--- src/rtl/sfci_pkg.sv ---
package sfci_pkg;

  localparam logic [7:0] WREN_OPC = 8'h06;
  localparam logic [7:0] RDSR_OPC = 8'h05;

  typedef enum logic [2:0] {
    TX_OPC  = 3'd0,
    TX_WREN = 3'd1,
    TX_STAT = 3'd2,
    TX_DATA = 3'd3,
    TX_ZERO = 3'd4
  } txSel_e;

  // strobes from the sequencer to the datapath
  typedef struct packed {
    logic       running;
    logic       capture;
    logic       byteGo;
    txSel_e     txSel;
    logic [2:0] txIdx;
    logic       storeRx;
    logic [2:0] rxIdx;
  } ctlStb_t;

endpackage

--- src/rtl/sfci_ctrl.sv ---
module sfci_ctrl
  import sfci_pkg::*;
#(
  parameter int DLY_W    = 8,
  parameter int DLY_UNIT = 4
) (
  input  logic             clk,
  input  logic             rstN,
  input  logic             start,
  input  logic [3:0]       lenField,
  input  logic             wrenPrefix,
  input  logic             waitBusy,
  input  logic [DLY_W-1:0] dlyField,
  input  logic             byteDone,
  input  logic [7:0]       rxByte,
  output ctlStb_t          stb,
  output logic             csN,
  output logic             busy,
  output logic             ready
);

  localparam int TW = DLY_W + $clog2(DLY_UNIT) + 1;

  typedef enum logic [2:0] {S_IDLE, S_SETUP, S_SHIFT, S_HOLD, S_GAP} state_e;
  typedef enum logic [1:0] {F_WREN, F_CMD, F_STAT} frame_e;

  state_e        state;
  frame_e        frame, nextFrame;
  logic [3:0]    byteIdx, nBytes, lenClamp, frameLen;
  logic          wrenQ, waitQ, wipQ, readyQ, haveNext, lastByte;
  logic [TW-1:0] timer, dlyQ, dlyIn;

  assign dlyIn    = TW'(dlyField) * TW'(DLY_UNIT);
  assign lenClamp = (lenField == 4'd0) ? 4'd1 : ((lenField > 4'd9) ? 4'd9 : lenField);

  always_comb begin
    case (frame)
      F_WREN:  frameLen = 4'd1;
      F_STAT:  frameLen = 4'd2;
      default: frameLen = nBytes;
    endcase
  end

  assign lastByte = (byteIdx + 4'd1) == frameLen;

  always_comb begin
    nextFrame = F_STAT;
    haveNext  = 1'b0;
    case (frame)
      F_WREN: begin nextFrame = F_CMD; haveNext = 1'b1; end
      F_CMD:  haveNext = waitQ;
      default: haveNext = wipQ;
    endcase
  end

  always_comb begin
    stb         = '0;
    stb.txSel   = TX_ZERO;
    stb.running = (state != S_IDLE);
    case (state)
      S_IDLE: stb.capture = start;
      S_SETUP: if (timer == '0) begin
        stb.byteGo = 1'b1;
        stb.txSel  = (frame == F_WREN) ? TX_WREN : ((frame == F_STAT) ? TX_STAT : TX_OPC);
      end
      S_SHIFT: if (byteDone) begin
        if (frame == F_CMD && byteIdx != 4'd0) begin
          stb.storeRx = 1'b1;
          stb.rxIdx   = 3'(byteIdx - 4'd1);
        end
        if (!lastByte) begin
          stb.byteGo = 1'b1;
          stb.txSel  = (frame == F_CMD) ? TX_DATA : TX_ZERO;
          stb.txIdx  = byteIdx[2:0];
        end
      end
      default: ;
    endcase
  end

  always_ff @(posedge clk or negedge rstN) begin
    if (!rstN) begin
      state   <= S_IDLE;
      frame   <= F_CMD;
      byteIdx <= '0;
      nBytes  <= 4'd1;
      wrenQ   <= 1'b0;
      waitQ   <= 1'b0;
      wipQ    <= 1'b0;
      dlyQ    <= '0;
      timer   <= '0;
      readyQ  <= 1'b0;
    end else begin
      readyQ <= 1'b0;
      case (state)
        S_IDLE: if (start) begin
          nBytes  <= lenClamp;
          wrenQ   <= wrenPrefix;
          waitQ   <= waitBusy;
          dlyQ    <= dlyIn;
          timer   <= dlyIn;
          frame   <= wrenPrefix ? F_WREN : F_CMD;
          byteIdx <= '0;
          state   <= S_SETUP;
        end
        S_SETUP: begin
          if (timer == '0) state <= S_SHIFT;
          else timer <= timer - 1'b1;
        end
        S_SHIFT: if (byteDone) begin
          if (frame == F_STAT && byteIdx != 4'd0) wipQ <= rxByte[0];
          if (lastByte) begin
            state <= S_HOLD;
            timer <= dlyQ;
          end else begin
            byteIdx <= byteIdx + 4'd1;
          end
        end
        S_HOLD: begin
          if (timer == '0) begin
            state <= S_GAP;
            timer <= dlyQ;
          end else timer <= timer - 1'b1;
        end
        default: begin
          if (timer != '0) timer <= timer - 1'b1;
          else if (haveNext) begin
            frame   <= nextFrame;
            byteIdx <= '0;
            timer   <= dlyQ;
            state   <= S_SETUP;
          end else begin
            state  <= S_IDLE;
            readyQ <= 1'b1;
          end
        end
      endcase
    end
  end

  assign busy  = (state != S_IDLE);
  assign csN   = !(state == S_SETUP || state == S_SHIFT || state == S_HOLD);
  assign ready = readyQ;


  ready_pulse_chk: assert property (@(posedge clk) disable iff (!rstN)
    ready |=> !ready);


  cfg_hold_chk: assert property (@(posedge clk) disable iff (!rstN)
    (busy && $past(busy)) |-> ($stable(nBytes) && $stable(dlyQ) && $stable(waitQ)));

endmodule

--- src/rtl/sfci_datapath.sv ---
module sfci_datapath
  import sfci_pkg::*;
#(
  parameter int DIV_W = 4
) (
  input  logic             clk,
  input  logic             rstN,
  input  ctlStb_t          stb,
  input  logic [7:0]       opcode,
  input  logic [31:0]      wrData0,
  input  logic [31:0]      wrData1,
  input  logic [DIV_W-1:0] divField,
  input  logic             mode3,
  input  logic             io2Level,
  input  logic             io3Level,
  input  logic             miso,
  output logic             sck,
  output logic             mosi,
  output logic             io2,
  output logic             io3,
  output logic             byteDone,
  output logic [7:0]       rxByte,
  output logic [31:0]      dataOut0,
  output logic [31:0]      dataOut1
);

  localparam int WORDS = 2;
  localparam int DW    = WORDS * 32;

  logic [7:0]       opcQ, txByte, txShift, rxShift;
  logic [DIV_W-1:0] divQ, divCnt;
  logic [2:0]       bitCnt;
  logic [DW-1:0]    dataReg;
  logic [1:0]       lvlQ;
  logic             modeQ, active, phaseB;

  always_comb begin
    case (stb.txSel)
      TX_OPC:  txByte = opcQ;
      TX_WREN: txByte = WREN_OPC;
      TX_STAT: txByte = RDSR_OPC;
      TX_DATA: txByte = dataReg[{stb.txIdx, 3'b000} +: 8];
      default: txByte = 8'h00;
    endcase
  end

  always_ff @(posedge clk or negedge rstN) begin
    if (!rstN) begin
      opcQ     <= '0;
      divQ     <= '0;
      modeQ    <= 1'b0;
      lvlQ     <= 2'b11;
      dataReg  <= '0;
      active   <= 1'b0;
      phaseB   <= 1'b0;
      divCnt   <= '0;
      bitCnt   <= '0;
      txShift  <= '0;
      rxShift  <= '0;
      byteDone <= 1'b0;
    end else begin
      byteDone <= 1'b0;
      if (!stb.running) modeQ <= mode3;
      if (stb.capture) begin
        opcQ    <= opcode;
        divQ    <= divField;
        lvlQ    <= {io3Level, io2Level};
        dataReg <= {wrData1, wrData0};
      end
      if (stb.storeRx) dataReg[{stb.rxIdx, 3'b000} +: 8] <= rxShift;
      if (stb.byteGo) begin
        active  <= 1'b1;
        phaseB  <= 1'b0;
        divCnt  <= '0;
        bitCnt  <= '0;
        txShift <= txByte;
      end else if (active) begin
        if (divCnt == divQ) begin
          divCnt <= '0;
          if (!phaseB) begin
            phaseB  <= 1'b1;
            rxShift <= {rxShift[6:0], miso};
          end else begin
            phaseB <= 1'b0;
            if (bitCnt == 3'd7) begin
              active   <= 1'b0;
              byteDone <= 1'b1;
            end else begin
              bitCnt  <= bitCnt + 3'd1;
              txShift <= {txShift[6:0], 1'b0};
            end
          end
        end else begin
          divCnt <= divCnt + 1'b1;
        end
      end
    end
  end

  assign sck    = active ? phaseB : modeQ;
  assign mosi   = txShift[7];
  assign rxByte = rxShift;

  // spare IO lines share one structure
  logic [1:0] ioOut;
  for (genvar g = 0; g < 2; g++) begin : g_io
    assign ioOut[g] = stb.running ? lvlQ[g] : 1'b1;
  end
  assign io2 = ioOut[0];
  assign io3 = ioOut[1];

  assign dataOut0 = dataReg[31:0];
  assign dataOut1 = dataReg[63:32];


  byte_go_idle_chk: assert property (@(posedge clk) disable iff (!rstN)
    stb.byteGo |-> !active);


  io_static_chk: assert property (@(posedge clk) disable iff (!rstN)
    (stb.running && $past(stb.running)) |-> ($stable(io2) && $stable(io3)));

endmodule

--- src/rtl/sfci_engine.sv ---
module sfci_engine
  import sfci_pkg::*;
#(
  parameter int DIV_W    = 4,
  parameter int DLY_W    = 8,
  parameter int DLY_UNIT = 4
) (
  input  logic             clk,
  input  logic             rstN,
  input  logic             start,
  input  logic [7:0]       opcode,
  input  logic [3:0]       lenField,
  input  logic [31:0]      wrData0,
  input  logic [31:0]      wrData1,
  input  logic             io2Level,
  input  logic             io3Level,
  input  logic             wrenPrefix,
  input  logic             waitBusy,
  input  logic [DIV_W-1:0] divField,
  input  logic             mode3,
  input  logic [DLY_W-1:0] csDelay,
  input  logic             miso,
  output logic             sck,
  output logic             csN,
  output logic             mosi,
  output logic             io2,
  output logic             io3,
  output logic             busy,
  output logic             ready,
  output logic [31:0]      dataOut0,
  output logic [31:0]      dataOut1
);

  ctlStb_t    stb;
  logic       byteDone;
  logic [7:0] rxByte;

  sfci_ctrl #(.DLY_W(DLY_W), .DLY_UNIT(DLY_UNIT)) u_ctrl (
    .clk(clk), .rstN(rstN), .start(start), .lenField(lenField),
    .wrenPrefix(wrenPrefix), .waitBusy(waitBusy), .dlyField(csDelay),
    .byteDone(byteDone), .rxByte(rxByte), .stb(stb), .csN(csN),
    .busy(busy), .ready(ready)
  );

  sfci_datapath #(.DIV_W(DIV_W)) u_dp (
    .clk(clk), .rstN(rstN), .stb(stb), .opcode(opcode),
    .wrData0(wrData0), .wrData1(wrData1), .divField(divField),
    .mode3(mode3), .io2Level(io2Level), .io3Level(io3Level),
    .miso(miso), .sck(sck), .mosi(mosi), .io2(io2), .io3(io3),
    .byteDone(byteDone), .rxByte(rxByte),
    .dataOut0(dataOut0), .dataOut1(dataOut1)
  );


  cs_sck_quiet_chk: assert property (@(posedge clk) disable iff (!rstN)
    (busy && csN && $past(csN)) |-> $stable(sck));


  ready_after_busy_chk: assert property (@(posedge clk) disable iff (!rstN)
    ready |-> ($past(busy) && !busy));

endmodule

--- config.mk ---
export PLATFORM = sky130hd
export DESIGN_NAME = sfci_engine
export DESIGN_NICKNAME = d
export VERILOG_FILES = /design/src/rtl/sfci_pkg.sv /design/src/rtl/sfci_ctrl.sv /design/src/rtl/sfci_datapath.sv /design/src/rtl/sfci_engine.sv
export SDC_FILE = /design/constraint.sdc
export NUM_CORES = 1
export LEC_CHECK = 0
export BUFFER_PORTS_ARGS = -buffer_cell sky130_fd_sc_hd__buf_2
export CAP_MARGIN = 20
export CORE_MARGIN = 8
export CORE_UTILIZATION = 30
export DETAILED_ROUTE_END_ITERATION = 7
export GPL_ROUTABILITY_DRIVEN = 1
export GPL_TIMING_DRIVEN = 0
export SLEW_MARGIN = 20
export SYNTH_ARGS = -nofsm -noshare
export SYNTH_HDL_FRONTEND = slang
export SYNTH_SLANG_ARGS = --single-unit
--- constraint.sdc ---
create_clock -name clk -period 4.4 [get_ports clk]
set_clock_uncertainty 0.1 [all_clocks]
set_input_delay 0.44 -clock clk [delete_from_list [all_inputs] [get_ports clk]]
set_output_delay 0.44 -clock clk [all_outputs]
set_load 0.02 [all_outputs]
==> results of run 1 <==
## layer usage
| layer | part of all wire, % | up-vias | global-route usage (%) | wire length [microns] |
|---|---|---|---|---|
| met5 | 0 | - | 0 | 0 |
| met2 | 46 | 277 | 27.9 | 12700 |
| met3 | 6.4 | 29 | 4.06 | 1790 |
| met4 | 1.9 | 0 | 5.49 | 532 |
| li1 | - | 3448 | - | - |
| met1 | 46 | 3476 | 24.0 | 12900 |
## placed cells by master (no fill, tap or decap), types with 4 or more instances in the layout
cell       Yosys  routed
a211oi_1      29      29
a21boi_0       4       4
a21oi_1       84      84
a221o_1        4       4
a31o_2         5       5
a31oi_1        4       4
and2_1         4       4
buf_1          4       4
buf_2          8     174
buf_4          2       5
clkbuf_1      43      43
clkbuf_16      0      17
dfrtp_1      136     136
dfstp_2        4       4
ha_1           9       9
inv_1          9       9
inv_6          0       5
inv_8          0       6
mux2_2        25      25
mux2i_1       64      64
nand2_1      142     142
nand2b_1       6       6
nand3_1       17      17
nand3b_1       6       6
nor2_1        86      86
nor2b_1       29      29
nor3_1        13      11
nor3b_1        7       7
o211ai_1       8       8
o21ai_0       34      34
o22ai_1        8       8
or2_2          5       5
or3_1          4       4
xnor2_1       13      13
xor2_1         7       7
## where the power goes
part	internal [mW]	switching (mW)	leakage (nW)
clock	0.768	0.690	0.293
combinational	1.03	1.60	2.29
sequential	1.83	0.536	1.73
total	3.63	2.82	4.31
## flip-flops by register name (all words and copies together) (netlist names), 8 cells and up
register / cells
u_ctrl.dlyQ: 8
u_ctrl.timer: 11
u_dp.dataReg: 64
u_dp.opcQ: 8
u_dp.rxByte: 8
u_dp.txShift: 8
## area by class of cell
cell class / instances / area (sq um) / area share [%]
Multi-Input combinational cell: 661 / 4080 / 41.7
Buffer: 57 / 231 / 2.37
Inverter: 10 / 37.5 / 0.384
Clock inverter: 15 / 169 / 1.73
Timing Repair Buffer: 172 / 906 / 9.26
Clock buffer: 17 / 425 / 4.35
Sequential cell: 140 / 3510 / 35.9
Tap cell: 335 / 419 / 4.29
## what timing repair did
| item | CTS | global route |
|---|---|---|
| endpoints found under the setup margin | 0 | 26 |
| setup buffers | 0 | 3 |
| resized for setup | 0 | 2 |
| hold buffers | 1 | 0 |
| hold endpoints to repair | 60 | 0 |
## cells in the mapped netlist (5+ instances only)
cell / n
a211oi_1: 29
a21oi_1: 84
a31o_2: 5
buf_2: 8
clkbuf_1: 43
dfrtp_1: 136
ha_1: 9
inv_1: 9
mux2_2: 25
mux2i_1: 64
nand2_1: 142
nand2b_1: 6
nand3_1: 17
nand3b_1: 6
nor2_1: 86
nor2b_1: 29
nor3_1: 13
nor3b_1: 7
o211ai_1: 8
o21ai_0: 34
o22ai_1: 8
or2_2: 5
xnor2_1: 13
xor2_1: 7
## how the worst max path moves through the flow
stage / to / slack (ns) / cells after the start
global route: u_dp.dataReg[5] / -0.005 / 15
finish: u_dp.dataReg[5] / 0.33 / 15
detailed placement: u_dp.dataReg[5] / 0.11 / 15
CTS: u_dp.dataReg[5] / 0.09 / 15
floorplan: u_dp.dataReg[6] / 1.02 / 14
global placement: u_dp.dataReg[5] / 0.17 / 15
## cells by family after synthesis
logic type | count (synthesis) | share of synthesized area, %
AND/OR/NAND/NOR | 336 | 19.8
AO/OA/AOI/OAI | 206 | 16.4
flip-flops | 140 | 44.7
multiplexers | 89 | 11.7
buffers and inverters | 67 | 3.43
XOR/XNOR | 21 | 2.52
adder cells (fa/ha/maj) | 9 | 1.43
## through the flow
step	power [mW]	area (sq um)	setup TNS, ns	util, %	hold slack [ns]
2_1_floorplan	3.98	7850	0	-	0.0444
6_report	6.46	9780	0	37.7	0.0903
4_1_cts	6.49	9750	0	37.6	0.0770
3_5_place_dp	5.00	9140	0	35.3	0.312
5_1_grt	6.88	9780	-0.00463	37.7	0.105
3_3_place_gp	4.95	9100	0	35.1	0.345
## worst max-delay path, stage by stage, from the launching register on
cell and delay, ns:
dfrtp_1 0.36, buf_4 0.20, clkinv_1 0.24, ha_1 0.31
nor3b_1 0.19, nor3_2 0.31, nand2_1 0.24, ha_1 0.27
ha_1 0.27, clkbuf_1 0.20, nor2_1 0.17, nand3_1 0.12
nor3_2 0.41, clkbuf_1 0.38, nand2_1 0.13, o21ai_0 0.10
==> metrics.txt, run 1 <==
status=finished, final reports clean; PwrDens=660 nW/um^2; Tightest Pin Transition=0.860 ns; Crit Path Max Fanout=10; Clock Pin Slew Worst Setup and Hold Paths=0.08 ns; DRT Pass-1 Iters=5; I/O Buffers=167; Antenna Violating Nets Remaining=0; critical path endpoint category=flip-flop; startpoint class of the critical path=flip-flop; Yosys Warn Count=0; GR Overflow Total=0; Pleak=4.31 nW; Initial DRC Count=484; minimum clock period=4.07 ns; Seq cells post-synth=140; buffer depth of the longest clock path=2; largest net degree at the start of global routing=81; H-tree depth=4; CTS tree=yes; Die X=178 microns; remaining routing DRC violations=0; RR Startpoint=u_ctrl.byteIdx[0]; I/O pin total=168; FILL cells=2686; crit path DAT=4.33 ns; Seq/Total Area, Yosys=44.7%; Die Ht=178 microns; Detail Placement HPWL=21.2 mm; Setup violations, final=0; syn_nets=974; hold wc startpoint=io2Level; Final Max Slew Viols=0; worst skew pair latency=0.44 ns; Tcrit/Tclk final=92.4%; GR Util All Layers=17.8%; Hold Path Class=primary input to flip-flop; R2R Setup Slk=0.33 ns; wire length per cell=19.8 microns; diode count=0; worst setup margin=0.333 ns; Synth area leaders=dfrtp_1, mux2i_1, nand2_1; Final nets=1165; mean post-synth cell area=9.04 sq um; RR Endpoint=u_dp.dataReg[5]; Critical Path RT=4.66 ns; Crit Path Category=flip-flop to flip-flop; Row Count=59; final hold vios=0; vias per cell=5.14; Post-Syn Area=7850 sq um; dpl ws=0.105 ns; Synth Flop Type=dfrtp_1; Area Growth Syn to Fin=24.6%; Clock Sinks=140; Total Wirelength=27.9 mm; CTS Buf Count=17; slew margin rel.=42.7%; hold path endpoint=u_dp.lvlQ[0]; Synth area leader=dfrtp_1; initial antenna violation count=0; r2r worst-path depth=15; Distinct cells, synth=60; Cell Count, Final, Fillers Out=1407; global-route wire length before repair=43.4 mm; Root Driver=clkbuf_16; crit path from=u_ctrl.byteIdx[0]; vias in the first global route=7377; peak supply drop=328 uV; FFs w/ async S/R, synth=100%; Gate Count Post-Synth=868; total number of vias=7230; Peak Freq=0.246 GHz; Max-cap violations=0; initial core utilization=30.3%; die area=31600 sq um; cell count after placement=1371; top-area cell type share of the netlist area=43.4%; routability cong.=0.945; core region area=25900 sq um; WHS Path Cells=3; layout cells sized above 1=24.3%; Post-synth EDFFs=0
Power figures use the tool's default switching activity.
==> run 2, diff against run 1 <==
--- a/config.mk
+++ b/config.mk
@@ -12,6 +12,7 @@
 export DETAILED_ROUTE_END_ITERATION = 7
 export GPL_ROUTABILITY_DRIVEN = 1
 export GPL_TIMING_DRIVEN = 0
+export PLACE_DENSITY = 0.61
 export SLEW_MARGIN = 20
 export SYNTH_ARGS = -nofsm -noshare
 export SYNTH_HDL_FRONTEND = slang
==> run 2 against run 1 <==
Sequential share of layout area shrank 0.073 points. Critical path depth is the same. First-iteration DRC count grew 27%. Non-clock buffer count shrank 1. Flip-flop and latch count is the same. Combinational power is essentially flat. Hold slack gained 0.013 ns. Die area is the same. Final cell count is essentially flat. Sequential power is essentially flat. Cell area grew 0.20%. Largest cell class unchanged. Largest power group unchanged.
==> metrics.txt, run 2 (synthesis results as in run 1) <==
Detail Placement HPWL=21.2 mm (about the same); post-layout utilization of the core=37.8% (was 37.7%); layout cells sized above 1=24.4% (was 24.3%); hold path endpoint=u_dp.lvlQ[0] (unchanged); DRT Pass-1 Iters=5 (unchanged); I/O Buffers=167 (unchanged); I/O pin total=168 (unchanged); remaining routing DRC violations=0 (unchanged); Cell Count, Final, Fillers Out=1406 (was 1407); Tightest Pin Transition=0.962 ns (was 0.860 ns); Critical Path RT=4.65 ns (was 4.66 ns); vias per cell=5.12 (was 5.14); Hold Path Class=primary input to flip-flop (unchanged); worst setup margin=0.293 ns (was 0.333 ns); buffer depth of the longest clock path=2 (unchanged); Crit Path Category=flip-flop to flip-flop (unchanged); Die Ht=178 microns (unchanged); routability cong.=0.938 (was 0.945); R2R Setup Slk=0.29 ns (was 0.33 ns); max reg flops=64 (unchanged); FILL cells=2660 (was 2686); Largest regs=u_dp.dataReg: 64 flops, u_ctrl.timer: 11 flops (unchanged); slew margin rel.=35.9% (was 42.7%); Root Driver=clkbuf_16 (unchanged); most frequent CP cell=ha_1 (unchanged); CTS Buf Count=17 (unchanged); Setup violations, final=0 (unchanged); most common cell after layout, fill and taps aside=buf_2 (unchanged); slowest stage delay, CP=0.40 ns (was 0.41 ns); Antenna Violating Nets Remaining=0 (unchanged); TNS Setup=0 ns (unchanged); final hold vios=0 (unchanged); Clock Sinks=140 (unchanged); die area=31600 sq um (unchanged); Die X=178 microns (unchanged); RR Endpoint=u_dp.dataReg[4] (was u_dp.dataReg[5]); total number of vias=7199 (was 7230); cell count after placement=1371 (unchanged); GR Util All Layers=17.6% (was 17.8%); CP max-delay cell=nor3_4 (was nor3_2); critical path endpoint category=flip-flop (unchanged); Final Max Slew Viols=0 (unchanged); WHS Path Cells=3 (unchanged); PwrDens=665 nW/um^2 (was 660 nW/um^2); Row Count=59 (unchanged); worst skew pair latency=0.44 ns (about the same); r2r worst-path depth=15 (unchanged); dpl ws=-0.137 ns (was 0.105 ns); crit path from=u_ctrl.byteIdx[0] (unchanged); GR Overflow Total=0 (unchanged); diode count=0 (unchanged); core region area=25900 sq um (unchanged); status=finished, final reports clean (unchanged); wire length per cell=19.9 microns (was 19.8 microns); Max-cap violations=0 (unchanged); CTS tree=yes (unchanged); H-tree depth=4 (unchanged); crit path DAT=4.36 ns (was 4.33 ns); most frequent cells in the layout=buf_2, nand2_1, dfrtp_1 (unchanged); startpoint class of the critical path=flip-flop (unchanged); Peak Freq=0.243 GHz (was 0.246 GHz); Cell Chain, Critical Path=buf_4 > clkinv_1 > ha_1 > nor3b_1 > nor3_1 > nand2_1 > ha_1 > ha_1 > clkbuf_1 > nor2_1 > nand3_1 > nor3_4 > clkbuf_2 > nand2_1 > o21ai_0 (was buf_4 > clkinv_1 > ha_1 > nor3b_1 > nor3_2 > nand2_1 > ha_1 > ha_1 > clkbuf_1 > nor2_1 > nand3_1 > nor3_2 > clkbuf_1 > nand2_1 > o21ai_0); register with the most flip-flops=u_dp.dataReg (unchanged); Buf+Inv Stages, Crit Path=4 (unchanged); initial antenna violation count=0 (unchanged); peak supply drop=317 uV (was 328 uV); Total Wirelength=28.0 mm (was 27.9 mm); CP delay by family, top=simple AND/OR/NAND/NOR gates (unchanged); Clock Pin Slew Worst Setup and Hold Paths=0.07 ns (was 0.08 ns); vias in the first global route=7259 (was 7377); Crit Path Max Fanout=10 (unchanged); initial core utilization=30.3% (unchanged); global-route wire length before repair=42.8 mm (was 43.4 mm); RR Startpoint=u_ctrl.byteIdx[0] (unchanged); hold wc startpoint=io2Level (unchanged); Initial DRC Count=616 (was 484); Tcrit/Tclk final=93.3% (was 92.4%); largest net degree at the start of global routing=87 (was 81); Area Growth Syn to Fin=24.8% (was 24.6%); Pleak=4.32 nW (was 4.31 nW); final hold slack=0.103 ns (was 0.0903 ns); Final nets=1164 (was 1165); RSZ-0062 raised after global routing=no; minimum clock period=4.11 ns (was 4.07 ns)
-- run 2: worst max-delay path by stage --
| stage | end | depth (start not counted) |
|---|---|---|
| 3_3_place_gp | u_dp.dataReg[4] | 15 |
| 5_1_grt | u_dp.dataReg[4] | 15 |
| 4_1_cts | u_dp.dataReg[4] | 15 |
| 2_1_floorplan | u_dp.dataReg[6] | 14 |
| 6_report | u_dp.dataReg[4] | 15 |
| 3_5_place_dp | u_dp.dataReg[7] | 14 |
-- run 2: power breakdown --
part | leakage (nW) | internal [mW] | switching, mW
sequential | 1.73 | 1.83 | 0.541
combinational | 2.29 | 1.03 | 1.59
clock | 0.303 | 0.867 | 0.654
total | 4.32 | 3.73 | 2.78
-- run 2: per-stage QoR --
stage	area (sq um)	power (mW)
floorplan	7850	3.98
global placement	9100	4.95
detailed placement	9140	5.00
CTS	9770	6.54
global route	9800	6.91
finish	9800	6.52
-- run 2: worst reg2reg max path: cells and delay by family (launching register included) --
| kind | cells | cell delay (ns) |
|---|---|---|
| simple gates | 7 | 1.66 |
| buf+inv | 4 | 0.99 |
| fa+ha+maj | 3 | 0.84 |
| flops | 1 | 0.35 |
| compound gates | 1 | 0.10 |
-- run 2: what timing repair did --
action	in CTS	in global routing
setup endpoints to repair	8	18
resized for setup	1	6
buffers inserted	0	2
pin swaps	0	1
hold buffers	1	0
hold endpoints to repair	50	0
-- run 2: layout make-up --
cell class                      instances  area [sq um]  area share (%)
Multi-Input combinational cell        661          4090            41.7
Timing Repair Buffer                  171           898            9.17
Clock buffer                           17           425            4.34
Clock inverter                         15           186            1.90
Tap cell                              335           419            4.28
Buffer                                 57           234            2.39
Sequential cell                       140          3510            35.8
Inverter                               10          37.5           0.383
-- run 2: per-layer routing --
metal	up-vias	wire, microns	global-route usage [%]
met5	-	0	0
met4	0	627	6.15
met3	34	1890	4.26
met2	295	12500	26.8
met1	3423	13000	24.0
li1	3447	-	-
==> run 3, diff against run 2 <==
--- a/config.mk
+++ b/config.mk
@@ -13,6 +13,7 @@
 export GPL_ROUTABILITY_DRIVEN = 1
 export GPL_TIMING_DRIVEN = 0
 export PLACE_DENSITY = 0.61
+export RECOVER_POWER = 50
 export SLEW_MARGIN = 20
 export SYNTH_ARGS = -nofsm -noshare
 export SYNTH_HDL_FRONTEND = slang
==> run 3 against run 2 <==
The run now ends with capacitance limit, slew limit left. Maximum frequency fell by 0.17%. Highest routed layer unchanged. Clock power barely moved. Sequential power barely moved. Global-route usage did not move. Routed wire length rose by 0.34%. Critical endpoint unchanged. Critical path depth did not move. First-iteration DRC count fell by 16%. Final cell count did not move. Cell area fell by 0.56%. Via count fell by 0.50%. Combinational power fell by 2%. Non-clock buffer count did not move.
==> metrics.txt, run 3 (synthesis results as in run 1) <==
status=finished, violations left (was finished, final reports clean); failing checks=capacitance limit, slew limit; RR Startpoint=u_ctrl.byteIdx[0] (unchanged); remaining routing DRC violations=0 (unchanged); layout cells sized above 1=21.0% (was 24.4%); Root Driver=clkbuf_16 (unchanged); minimum clock period=4.11 ns (about the same); Max-cap violations=1 (was 0); Antenna Violating Nets Remaining=0 (unchanged); Cell Chain, Critical Path=buf_4 > clkinv_1 > ha_1 > nor3b_1 > nor3_1 > nand2_1 > ha_1 > ha_1 > clkbuf_1 > nor2_1 > nand3_1 > nor3_4 > clkbuf_2 > nand2_1 > o21ai_0 (unchanged); buffer depth of the longest clock path=2 (unchanged); routability cong.=0.938 (unchanged); hold wc startpoint=io2Level (unchanged); Tcrit/Tclk final=93.5% (was 93.3%); most frequent cells in the layout=nand2_1, buf_2, dfrtp_1 (was buf_2, nand2_1, dfrtp_1); Total Power=6.48 mW (was 6.52 mW); Detail Placement HPWL=21.2 mm (unchanged); FILL cells=2673 (was 2660); post-layout utilization of the core=37.6% (was 37.8%); vias in the first global route=7259 (unchanged); largest net degree at the start of global routing=87 (unchanged); Setup violations, final=0 (unchanged); cell count after placement=1371 (unchanged); CTS Buf Count=17 (unchanged); most frequent CP cell=ha_1 (unchanged); register with the most flip-flops=u_dp.dataReg (unchanged); Final Max Slew Viols=55 (was 0); RR Endpoint=u_dp.dataReg[4] (unchanged); total number of vias=7163 (was 7199); WHS Path Cells=3 (unchanged); Critical Path RT=4.65 ns (about the same); most common cell after layout, fill and taps aside=nand2_1 (was buf_2); Area Growth Syn to Fin=24.1% (was 24.8%); RSZ-0062 raised after global routing=no (unchanged); CTS tree=yes (unchanged); Final nets=1164 (unchanged); Peak Freq=0.243 GHz (about the same); global-route wire length before repair=42.8 mm (unchanged); Total Wirelength=28.1 mm (was 28.0 mm); wire length per cell=20.0 microns (was 19.9 microns); Die X=178 microns (unchanged); peak supply drop=312 uV (was 317 uV); final instance area=9740 sq um (was 9800 sq um); slowest stage delay, CP=0.39 ns (was 0.40 ns); crit path DAT=4.37 ns (was 4.36 ns); Die Ht=178 microns (unchanged); Hold Path Class=primary input to flip-flop (unchanged); vias per cell=5.09 (was 5.12); max reg flops=64 (unchanged); Clock Sinks=140 (unchanged); slew margin rel.=-112% (was 35.9%); diode count=0 (unchanged); startpoint class of the critical path=flip-flop (unchanged); initial antenna violation count=0 (unchanged); PwrDens=665 nW/um^2 (about the same); CP max-delay cell=nor3_4 (unchanged); GR Util All Layers=17.6% (unchanged); DRT Pass-1 Iters=5 (unchanged); die area=31600 sq um (unchanged); Tightest Pin Transition=3.18 ns (was 0.962 ns); Pleak=4.21 nW (was 4.32 nW); critical path endpoint category=flip-flop (unchanged); H-tree depth=4 (unchanged); hold path endpoint=u_dp.lvlQ[0] (unchanged); final hold vios=0 (unchanged); Clock Pin Slew Worst Setup and Hold Paths=0.07 ns (about the same); I/O Buffers=167 (unchanged); worst skew pair latency=0.44 ns (about the same); I/O pin total=168 (unchanged); GR Overflow Total=0 (unchanged); r2r worst-path depth=15 (unchanged); Cell Count, Final, Fillers Out=1406 (unchanged); Row Count=59 (unchanged); Crit Path Category=flip-flop to flip-flop (unchanged); Placed Area=9140 sq um (unchanged); Initial DRC Count=518 (was 616); initial core utilization=30.3% (unchanged); Largest regs=u_dp.dataReg: 64 flops, u_ctrl.timer: 11 flops (unchanged); R2R Setup Slk=0.29 ns (about the same); core region area=25900 sq um (unchanged); Crit Path Max Fanout=10 (unchanged)
==> run 3: cell types whose count changed in the layout (fill, tap and decap cells not counted), sizes merged <==
cell | previous run | this run
buf | 184 | 148
clkbuf | 60 | 96
==> run 3: layout make-up <==
class	instances	area, sq um	share of cell area (%)
plain buffers	57	234	2.40
clock buffers	17	425	4.37
clock inverters	15	186	1.91
inverters	10	37.5	0.385
multi-input cells	661	4090	42.0
flip-flops and latches	140	3510	36.0
well taps	335	419	4.30
repair buffers	171	843	8.66
==> run 3: power by group <==
group	switching, mW	internal (mW)
clock network	0.654	0.867
logic	1.59	0.988
registers	0.548	1.83
==> run 3: metrics by stage <==
stage               TNS (ns)  hold slack (ns)  worst slack, ns
floorplan                  0           0.0444             1.02
global placement      -0.856            0.345           -0.143
detailed placement    -0.840            0.300           -0.137
CTS                        0           0.0829            0.122
global route               0           0.0985          0.00522
finish                     0            0.101            0.286
==> run 3: critical path, delay by kind of cell (launching register included) <==
family / cells / cell delay [ns]
AOI/OAI and AO/OA: 1 / 0.10
and+or+nand+nor: 7 / 1.66
adders and majority gates: 3 / 0.84
DFF: 1 / 0.35
buffers and inverters: 4 / 0.97
==> run 3: timing repair <==
item / CTS / global route
endpoints found under the hold margin: 50 / 0
cloned: 0 / 0
pin swaps: 0 / 1
resized for setup: 1 / 6
hold buffers: 1 / 0
buffers inserted: 0 / 2
endpoints found under the setup margin: 8 / 18
==> run 3: how the worst max path moves through the flow <==
stage,to,from,slack (ns),cells past startpoint
CTS,u_dp.dataReg[4],u_ctrl.byteIdx[0],0.12,15
global route,u_dp.dataReg[4],u_ctrl.byteIdx[0],0.005,15
global placement,u_dp.dataReg[4],u_ctrl.byteIdx[0],-0.14,15
finish,u_dp.dataReg[4],u_ctrl.byteIdx[0],0.29,15
detailed placement,u_dp.dataReg[7],u_ctrl.byteIdx[0],-0.14,14
floorplan,u_dp.dataReg[6],u_ctrl.byteIdx[0],1.02,14
==> run 3: routing by layer <==
metal / GRT usage, % / wire length, microns / vias up
li1: - / - / 3451
met1: 24.0 / 13100 / 3386
met2: 26.8 / 12500 / 289
met3: 4.26 / 1870 / 37
met4: 6.15 / 670 / 0
met5: 0 / 0 / -
